<file path="src/rtl/barwin_pkg.sv">
package barwin_pkg;
  localparam int NRGN      = 7;
  localparam int ROM_IDX   = 6;
  localparam int AW        = 32;
  localparam int OFS_W     = 8;
  localparam int SLOT_W    = OFS_W - 2;
  localparam logic [SLOT_W-1:0] FIRST_SLOT = 6'h04;  // offset 0x10
  localparam logic [SLOT_W-1:0] ROM_SLOT   = 6'h0C;  // offset 0x30
  localparam logic [AW:0]       IO_TOP     = 33'h0_0000_FFFF;
  localparam logic [AW-1:0]     TYPE_IO    = 32'h1;
  localparam logic [AW-1:0]     TYPE_PREF  = 32'h8;
  typedef logic [AW-1:0] word_t;
endpackage

</file>
<file path="src/rtl/barwin_cfg_claim.sv">
module barwin_cfg_claim
  import barwin_pkg::*;
#(
  parameter logic [NRGN-1:0][AW-1:0] RGN_SIZE = '0
) (
  input  logic             clk,
  input  logic             rst_n,
  input  logic             wr_en,
  input  logic [OFS_W-1:0] wr_offset,
  input  logic [2:0]       wr_len,
  input  logic [OFS_W-1:0] rd_offset,
  output logic [NRGN-1:0]  wr_sel,
  output logic             wr_fwd,
  output logic [NRGN-1:0]  rd_sel,
  output logic             rd_claim
);
  logic [NRGN-1:0] wr_match;
  logic            full_word;

  for (genvar i = 0; i < NRGN; i++) begin : g_slot
    localparam logic [SLOT_W-1:0] SLOT =
      (i == ROM_IDX) ? ROM_SLOT : FIRST_SLOT + SLOT_W'(i);
    localparam logic IMPL = (RGN_SIZE[i] != '0);
    assign wr_match[i] = IMPL && (wr_offset[OFS_W-1:2] == SLOT);
    assign rd_sel[i]   = IMPL && (rd_offset[OFS_W-1:2] == SLOT);
  end

  assign full_word = (wr_len == 3'd4);
  assign wr_sel    = {NRGN{wr_en && full_word}} & wr_match;
  assign wr_fwd    = wr_en && !(|wr_sel);
  assign rd_claim  = |rd_sel;


  wr_sel_onehot_chk: assert property (@(posedge clk) disable iff (!rst_n)
    $onehot0(wr_sel));
endmodule

</file>
<file path="src/rtl/barwin_bar_bank.sv">
module barwin_bar_bank
  import barwin_pkg::*;
#(
  parameter logic [NRGN-1:0][AW-1:0] RGN_SIZE = '0,
  parameter logic [NRGN-1:0]         RGN_IO   = '0,
  parameter logic [NRGN-1:0]         RGN_PREF = '0
) (
  input  logic                      clk,
  input  logic                      rst_n,
  input  logic [NRGN-1:0]           wr_sel,
  input  word_t                     wr_data,
  input  logic [NRGN-1:0]           rd_sel,
  output logic [NRGN-1:0][AW-1:0]   bar_q,
  output word_t                     rd_data
);
  logic [NRGN-1:0][AW-1:0] bar_d;

  for (genvar i = 0; i < NRGN; i++) begin : g_bar
    localparam word_t SZ_MASK = ~(RGN_SIZE[i] - 32'd1);
    localparam word_t KEEP    = (i == ROM_IDX) ? (SZ_MASK | 32'h1) : SZ_MASK;
    localparam word_t TYPE    = (i == ROM_IDX) ? 32'h0 :
                                RGN_IO[i]      ? TYPE_IO :
                                RGN_PREF[i]    ? TYPE_PREF : 32'h0;

    always_comb begin
      bar_d[i] = (wr_data & KEEP) | TYPE;
    end

    always_ff @(posedge clk or negedge rst_n) begin
      if (!rst_n) begin
        bar_q[i] <= '0;
      end else if (wr_sel[i]) begin
        bar_q[i] <= bar_d[i];
      end
    end


    bar_hold_chk: assert property (@(posedge clk) disable iff (!rst_n)
      !wr_sel[i] |=> $stable(bar_q[i]));

    bar_lowbits_chk: assert property (@(posedge clk) disable iff (!rst_n)
      ((bar_q[i] & ~KEEP) == 32'h0) || ((bar_q[i] & ~KEEP) == TYPE));
  end

  always_comb begin
    rd_data = '0;
    for (int i = 0; i < NRGN; i++) begin
      if (rd_sel[i]) rd_data = rd_data | bar_q[i];
    end
  end
endmodule

</file>
<file path="src/rtl/barwin_window.sv">
module barwin_window
  import barwin_pkg::*;
#(
  parameter word_t SIZE   = 32'h1000,
  parameter bit    IS_IO  = 1'b0,
  parameter bit    IS_ROM = 1'b0
) (
  input  logic  clk,
  input  logic  rst_n,
  input  word_t bar_q,
  input  logic  space_en,
  input  word_t addr,
  output logic  hit,
  output word_t offset
);
  localparam word_t MASK = ~(SIZE - 32'd1);
  localparam logic  IMPL = (SIZE != '0);

  word_t         base;
  logic [AW:0]   last;
  logic          placed;
  logic          armed;
  logic          mapped;

  always_comb begin
    base   = bar_q & MASK;
    last   = {1'b0, base} + {1'b0, SIZE} - 33'd1;
    placed = IS_IO ? (last <= IO_TOP) : !last[AW];
    armed  = IS_ROM ? bar_q[0] : 1'b1;
    mapped = IMPL && space_en && (base != '0) && placed && armed;
    hit    = mapped && ((addr & MASK) == base);
    offset = addr - base;
  end


  space_gate_chk: assert property (@(posedge clk) disable iff (!rst_n)
    !space_en |-> !hit);

  offset_range_chk: assert property (@(posedge clk) disable iff (!rst_n)
    hit |-> ({1'b0, offset} < {1'b0, SIZE}));

  if (IS_IO) begin : g_io_chk

    io_limit_chk: assert property (@(posedge clk) disable iff (!rst_n)
      hit |-> ({1'b0, addr} <= IO_TOP));
  end
  if (IS_ROM) begin : g_rom_chk

    rom_enable_chk: assert property (@(posedge clk) disable iff (!rst_n)
      hit |-> bar_q[0]);
  end
endmodule

</file>
<file path="src/rtl/bar_window_decoder.sv">
module bar_window_decoder
  import barwin_pkg::*;
#(
  parameter logic [NRGN-1:0][AW-1:0] RGN_SIZE = {32'h0001_0000, 32'h0,
                                                 32'h0000_0010, 32'h0,
                                                 32'h0001_0000, 32'h0000_0100,
                                                 32'h0000_1000},
  parameter logic [NRGN-1:0]         RGN_IO   = 7'b001_0010,
  parameter logic [NRGN-1:0]         RGN_PREF = 7'b000_0100
) (
  input  logic               clk,
  input  logic               rst_n,
  input  logic               cfg_wr_en,
  input  logic [7:0]         cfg_wr_offset,
  input  logic [2:0]         cfg_wr_len,
  input  logic [31:0]        cfg_wr_data,
  output logic               cfg_wr_fwd,
  input  logic [7:0]         cfg_rd_offset,
  output logic [31:0]        cfg_rd_data,
  output logic               cfg_rd_claim,
  input  logic               cmd_io_en,
  input  logic               cmd_mem_en,
  input  logic [31:0]        io_addr,
  input  logic [31:0]        mem_addr,
  output logic [6:0]         rgn_hit,
  output logic [7*32-1:0]    rgn_offset
);
  logic [NRGN-1:0]         wr_sel;
  logic [NRGN-1:0]         rd_sel;
  logic [NRGN-1:0][AW-1:0] bar_q;

  barwin_cfg_claim #(.RGN_SIZE(RGN_SIZE)) u_claim (
    .clk       (clk),
    .rst_n     (rst_n),
    .wr_en     (cfg_wr_en),
    .wr_offset (cfg_wr_offset),
    .wr_len    (cfg_wr_len),
    .rd_offset (cfg_rd_offset),
    .wr_sel    (wr_sel),
    .wr_fwd    (cfg_wr_fwd),
    .rd_sel    (rd_sel),
    .rd_claim  (cfg_rd_claim)
  );

  barwin_bar_bank #(
    .RGN_SIZE (RGN_SIZE),
    .RGN_IO   (RGN_IO),
    .RGN_PREF (RGN_PREF)
  ) u_bank (
    .clk     (clk),
    .rst_n   (rst_n),
    .wr_sel  (wr_sel),
    .wr_data (cfg_wr_data),
    .rd_sel  (rd_sel),
    .bar_q   (bar_q),
    .rd_data (cfg_rd_data)
  );

  for (genvar i = 0; i < NRGN; i++) begin : g_win
    localparam bit WIN_IO  = (i != ROM_IDX) && RGN_IO[i];
    localparam bit WIN_ROM = (i == ROM_IDX);
    word_t win_off;

    barwin_window #(
      .SIZE   (RGN_SIZE[i]),
      .IS_IO  (WIN_IO),
      .IS_ROM (WIN_ROM)
    ) u_win (
      .clk      (clk),
      .rst_n    (rst_n),
      .bar_q    (bar_q[i]),
      .space_en (WIN_IO ? cmd_io_en : cmd_mem_en),
      .addr     (WIN_IO ? io_addr : mem_addr),
      .hit      (rgn_hit[i]),
      .offset   (win_off)
    );
    assign rgn_offset[i*AW +: AW] = win_off;
  end


  reset_quiet_chk: assert property (@(posedge clk)
    !rst_n |-> (rgn_hit == '0));
endmodule

</file>
<file path="config.mk">
export PLATFORM = sky130hd
export DESIGN_NAME = bar_window_decoder
export DESIGN_NICKNAME = d
export VERILOG_FILES = /design/src/rtl/barwin_pkg.sv /design/src/rtl/barwin_cfg_claim.sv /design/src/rtl/barwin_bar_bank.sv /design/src/rtl/barwin_window.sv /design/src/rtl/bar_window_decoder.sv
export SDC_FILE = /design/constraint.sdc
export NUM_CORES = 1
export LEC_CHECK = 0
export BUFFER_PORTS_ARGS = -buffer_cell sky130_fd_sc_hd__buf_2
export CORE_MARGIN = 2
export CORE_UTILIZATION = 53
export DETAILED_ROUTE_END_ITERATION = 6
export MAX_ROUTING_LAYER = met4
export PLACE_DENSITY_LB_ADDON = 0.1
export SETUP_SLACK_MARGIN = 0.4
export SLEW_MARGIN = 20
export SYNTH_ARGS = -nofsm -noshare
export SYNTH_HDL_FRONTEND = slang
export SYNTH_SLANG_ARGS = --single-unit
</file>
<file path="constraint.sdc">
create_clock -name clk -period 5.6 [get_ports clk]
set_clock_uncertainty 0.15 [all_clocks]
set_input_delay 1.68 -clock clk [delete_from_list [all_inputs] [get_ports clk]]
set_output_delay 1.68 -clock clk [all_outputs]
set_load 0.05 [all_outputs]
</file>
Yosys cells after proc, flatten, opt, wreduce, memory -nomap -nowiden
Index checks and enable logic that the tools add are counted.
Word-level totals
  flip-flop bits (word level): 108
  latch bits: 0
  bits in writable memories: 0
  memory bits (read-only): 0
  logic and storage cells: 77
  memories: 0
Cells by class
  add/sub/neg operators: 15
  multipliers: 0
  div/mod/pow operators: 0
  magnitude comparators: 2
  equal/unequal tests: 16
  shift-type cells: 0
  muxes and demuxes: 5
  bitwise gates (word level): 5
  reductions and logical operators: 29
Operator list (number)
  33-bit by 1-bit subtractor with 33-bit output, second input constant: 5
  32-bit 2-to-1 mux: 5
  32-bit nonzero test: 5
  32-bit subtractor: 5
  32-bit OR: 4
  32-bit by 17-bit adder with 33-bit output, second input constant: 2
  33-bit by 16-bit less-or-equal comparator with 1-bit output, second input constant: 2
  6-bit by 3-bit equality test with 1-bit output, second input constant: 6
  32-bit by 13-bit adder with 33-bit output, second input constant: 1
  32-bit by 5-bit adder with 33-bit output, second input constant: 1
  32-bit by 9-bit adder with 33-bit output, second input constant: 1
  16-bit equality test: 2
  28-bit equality test: 1
  24-bit equality test: 1
  6-bit by 4-bit equality test with 1-bit output, second input constant: 4
  20-bit equality test: 1
  1-bit logical AND: 18
  7-bit bitwise AND: 1
  7-bit OR reduction: 1
  5-bit OR reduction: 1
  1-bit zero test: 4
  3-bit equality test, second input constant: 1

Depth between registers and ports, before layout
  depth in word-level cells: 10
  mapped depth: 10

Modules after synthesis
From an unflattened synthesis, not the netlist that was laid out.
Unflattened totals
  cells, all modules: 1483
  area total of the unflattened synthesis: 12798.5 µm²
Modules (own cells, without submodules)
  barwin_bar_bank: instances 1, cells an instance 426, area an instance 5446.5 µm², sequential area each 2702.6 µm²
  barwin_window at g_win[4].u_win: instances 1, cells an instance 252, area an instance 1692.9 µm², sequential area each 0.0 µm²
  barwin_window at g_win[1].u_win: instances 1, cells an instance 221, area an instance 1515.2 µm², sequential area each 0.0 µm²
  barwin_window at g_win[0].u_win: instances 1, cells an instance 191, area an instance 1358.8 µm², sequential area each 0.0 µm²
  barwin_window at g_win[2].u_win: instances 1, cells an instance 147, area an instance 1032.2 µm², sequential area each 0.0 µm²
  barwin_window at g_win[6].u_win: instances 1, cells an instance 144, area an instance 1016.0 µm², sequential area each 0.0 µm²
  barwin_window at g_win[3].u_win ...: instances 2, cells an instance 34, area an instance 251.5 µm², sequential area each 0.0 µm²
  barwin_cfg_claim: instances 1, cells an instance 34, area an instance 234.0 µm², sequential area each 0.0 µm²

Worst setup path before layout
No wires, ideal clock.
  kind: input to output
  start point: in mem_addr[16]
  end point: out rgn_offset[92]
  arrival time: 5.031 ns
  data required time: 3.770 ns
  path slack: -1.261 ns
  cell stages on the path: 10
  path buffers: 0
  cells stage by stage: inv_1 > ha_1 > fa_1 > nor2b_1 > o21ai_0 > a21boi_0 > o21ai_0 > a21oi_1 > nor2_1 > o311ai_0
Between the ends
  word-level cells in the longest chain between the ends: 1
RTL lines
  start, declared: RTL line bar_window_decoder.sv:24  | input logic [31:0] mem_addr,
  32-bit subtractor: RTL line barwin_window.sv:32  | offset = addr - base;
  end, declared: RTL line bar_window_decoder.sv:26  | output logic [7*32-1:0] rgn_offset
Every way passes these cells.

Worst setup path in the final report
  start point: in io_addr[4]
  end point: out rgn_offset[156]
Between the ends
  word-level cells in the longest chain between the ends: 1
RTL lines
  start, declared: RTL line bar_window_decoder.sv:23  | input logic [31:0] io_addr,
  32-bit subtractor: RTL line barwin_window.sv:32
Every way passes these cells.

==> metrics.md <==
| Metric | Value |
|---|---|
| Critical path startpoint | io_addr[4] |
| Post-synthesis sequential area ratio | 0.234 |
| Status | finished with violations |
| Vias/cell | 6.13 |
| Dpl hpwl | 31300 um |
| #FFs+latches synth | around 110 |
| Ys Warns | 0 |
| Initial antenna violation count | 3 |
| Clock network power share | 0.203 |
| Wl on met1 | 17200 um |
| EDFF count, synth | 0 |
| Num Clock Sinks | between 100 and 150 |
| Most common cell type on the critical path | buf_6 |
| Slew margin rel. | 0.307 |
| Maximum vdd drop | 0.139 mV |
| Port Buffers | 289 |
| GRT Resource Usage Total | 0.364 |
| Crit path to | rgn_offset[156] |
| Initial Util | 0.544 |
| Crit Path Class | primary input to output pin |
| Iter 0 DRT Violations | 901 |
| P_sw | 1.37 mW |
| Worst reg-to-reg setup slack | between 4 and 5 ns |
| Max FFs per register | 108 |
| Sequential power share | 0.259 |
| Final GP Congestion | approximately 0.96 |
| RR Startpoint | u_bank.bar_q[208]$_DFFE_PN0P_ |
| Worst Tran Pin Value | 1.04 ns |
| Largest net degree at the start of global routing | 81 |
| Reg clk slew, reported paths | approximately 0.080 ns |
| Post-CTS Hold Buffers | 0 |
| Crit path depth | 13 |
| F_max | 173 MHz |
| Crit-path cells | buf_12 > inv_12 > ha_4 > fa_2 > nor2b_2 > o31a_1 > o41ai_2 > o21ai_2 > buf_6 > o31ai_4 > o221ai_2 > xor2_4 > buf_6 |
| Final min period | 5.78 ns |
| Async set or reset register ratio after synthesis | 1.00 |
| Remaining DRCs | 0 |
| Reg2reg path depth | 1 |
| Power Density | 180 nW/um^2 |
| Height of the die | 152 um |
| Htree depth | 3 |
| Top FF cell, synth | dfrtp_1 |
| Routed Antenna Nets | 0 |
| Final hold vios | 0 |
| Grt total ovfl | 0 |
| Number of max-cap violations | 0 |
| Finish-stage setup viols | 20 |
| Largest delay share family, worst path | compound AO/OA/AOI/OAI gates |
| Rows | 53 |
| Cell with the most instances after synthesis | inv_1 |
| Die area | 23000 um^2 |
| Worst hold path class | flop to flop |
| WP data arrival | 3.95 ns |
| CP bufs+invs | 4 |
| Fillcell total | 1157 |
| Final WL | 45800 um |
| Width of the die | 152 um |
| Synthesized cell area | 11500 um^2 |
| Count of different cell masters after synthesis | 70 |
| CP peak stage delay | between 0.3 and 0.4 ns |
| P_int | 1.86 mW |
| CTS root buffer | clkbuf_16 |
| Max Slew Vio Count | 0 |
| Metal3 WL | 3550 um |
| Comb power frac | 0.538 |
| Syn Area/Cell | between 8 and 9 um^2 |
| Inserted Clock Buffers | 9 |
| Routed vias | 12604 |
| Total power | around 3.2 mW |
| Area delta synth->final | 55.4% |
| Synth top cells by count | inv_1, buf_4, dfrtp_1 |
| RR Endpoint | u_bank.bar_q[208]$_DFFE_PN0P_ |
| Clock latency on the worst-skew pair | about 0.36 ns |
| CTS tree | yes |
| Top Registers | u_bank.bar_q (108) |
| Post-synthesis cell count | 1394 |
| Final nets | 1998 |
| Failing checks | negative setup slack |
| Met2 routed WL | 22200 um |
| Crit Path Max Fanout | 4 |
| Switch share | 0.425 |
| Final period util | 1.03 |
| Core footprint | 21200 um^2 |
| Setup ws final | -0.184 ns |
| First-pass GRT wire length | 63000 um |
| Crit-path slowest cell | o31ai_4 |
| RSZ-0062 raised after global routing | true |
| Top Metal Used | met4 |
| CTS max path bufs | 2 |
| Leak | 8.32 nW |
| Cell type with the highest aggregate area in the netlist | dfrtp_1 |
| Crit. End Element | output pin |
| Share of layout cells above drive strength 1 | 0.527 |
| DR WL/cell | 22.2 um |
| CP Data Required Time | approximately 3.8 ns |
| I/O Pins | 385 |
| Area contributors post-synth | dfrtp_1, ha_1, buf_4 |
| Post-synth top area share | 0.234 |
| Total iterations of the first detailed-routing run | 6 |
| Hold Slack | 0.330 ns |
| Most flops, register | u_bank.bar_q |
| Vias in the first global route | 11842 |
| Worst setup SP type | primary input |
power groups by stage:
stage	registers (mW)	clock network [mW]	logic, mW
final	0.838	0.658	1.74
after detailed placement	0.851	0	1.40
after floorplan	0.837	0	1.18
after global routing	0.840	0.691	1.82
after CTS	0.836	0.656	1.60
after global placement	0.850	0	1.38
cell families (layout without fill, tap and decap cells):
family	count (synthesis)	count (layout)	synth area share
compound gates	325	325	0.187
xor+xnor	74	74	0.0562
fa+ha+maj	104	104	0.116
buf+inv	308	690	0.143
flops	108	108	0.234
mux	113	113	0.107
other cells	1	7	0.000325
simple gates	361	361	0.157
layout make-up:
cell class,count,area (um^2),share of cell area
multi-input cells,981,9820,0.548
repair buffers,532,4160,0.232
flip-flops and latches,108,2700,0.151
inverters,142,583,0.0325
well taps,275,344,0.0192
clock buffers,9,225,0.0126
clock inverters,7,81.3,0.00454
diodes,3,7.51,0.000419
per-layer routing:
metal,vias up,global-route usage
li1,5581,-
met1,6075,0.460
met2,742,0.587
met3,206,0.0485
met4,0,0.165
met5,-,-
stage by stage:
step | setup TNS, ns | area, um^2 | utilization | instances | setup WS (ns)
6_report | -1.92 | 17900 | 0.845 | 2057 | -0.184
5_1_grt | -3.05 | 17900 | 0.845 | 2057 | -0.267
2_1_floorplan | -0.151 | 13100 | - | 1397 | -0.151
3_3_place_gp | -4.89 | 15100 | 0.712 | 1974 | -0.253
4_1_cts | -0.619 | 17100 | 0.804 | 2020 | -0.114
3_5_place_dp | -5.80 | 15100 | 0.712 | 1974 | -0.273
what timing repair did:
item	CTS	global route
gates resized for setup	343	126
pin swaps	134	104
buffers inserted	30	34
endpoints found under the setup margin	76	81
worst min-delay path by stage:
stage                                            start                           end  slack (ns)  cells past startpoint
after floorplan           u_bank.bar_q[32]$_DFFE_PN0P_  u_bank.bar_q[32]$_DFFE_PN0P_        0.28                      1
after global placement    u_bank.bar_q[32]$_DFFE_PN0P_  u_bank.bar_q[32]$_DFFE_PN0P_        0.30                      1
after CTS                 u_bank.bar_q[32]$_DFFE_PN0P_  u_bank.bar_q[32]$_DFFE_PN0P_        0.33                      1
after global routing      u_bank.bar_q[32]$_DFFE_PN0P_  u_bank.bar_q[32]$_DFFE_PN0P_        0.34                      1
final                     u_bank.bar_q[32]$_DFFE_PN0P_  u_bank.bar_q[32]$_DFFE_PN0P_        0.33                      1
after detailed placement  u_bank.bar_q[32]$_DFFE_PN0P_  u_bank.bar_q[32]$_DFFE_PN0P_        0.31                      1
cell usage in the layout, fill, tap and decap left out, drive strengths merged, types with 13 or more instances in the layout:
cell type and instances:
ha 99, xor2 19, buf 529, nor3 23, o21ai 70, and3 13
nor4 28, mux2 79, nor2 85, a21oi 96, mux2i 34, nand3 30
inv 145, o21a 16, nor2b 26, xnor2 55, a21o 28, nand4 21
dfrtp 108, o22ai 18, nand2 85
No activity file was read; power rests on OpenSTA's default activity.
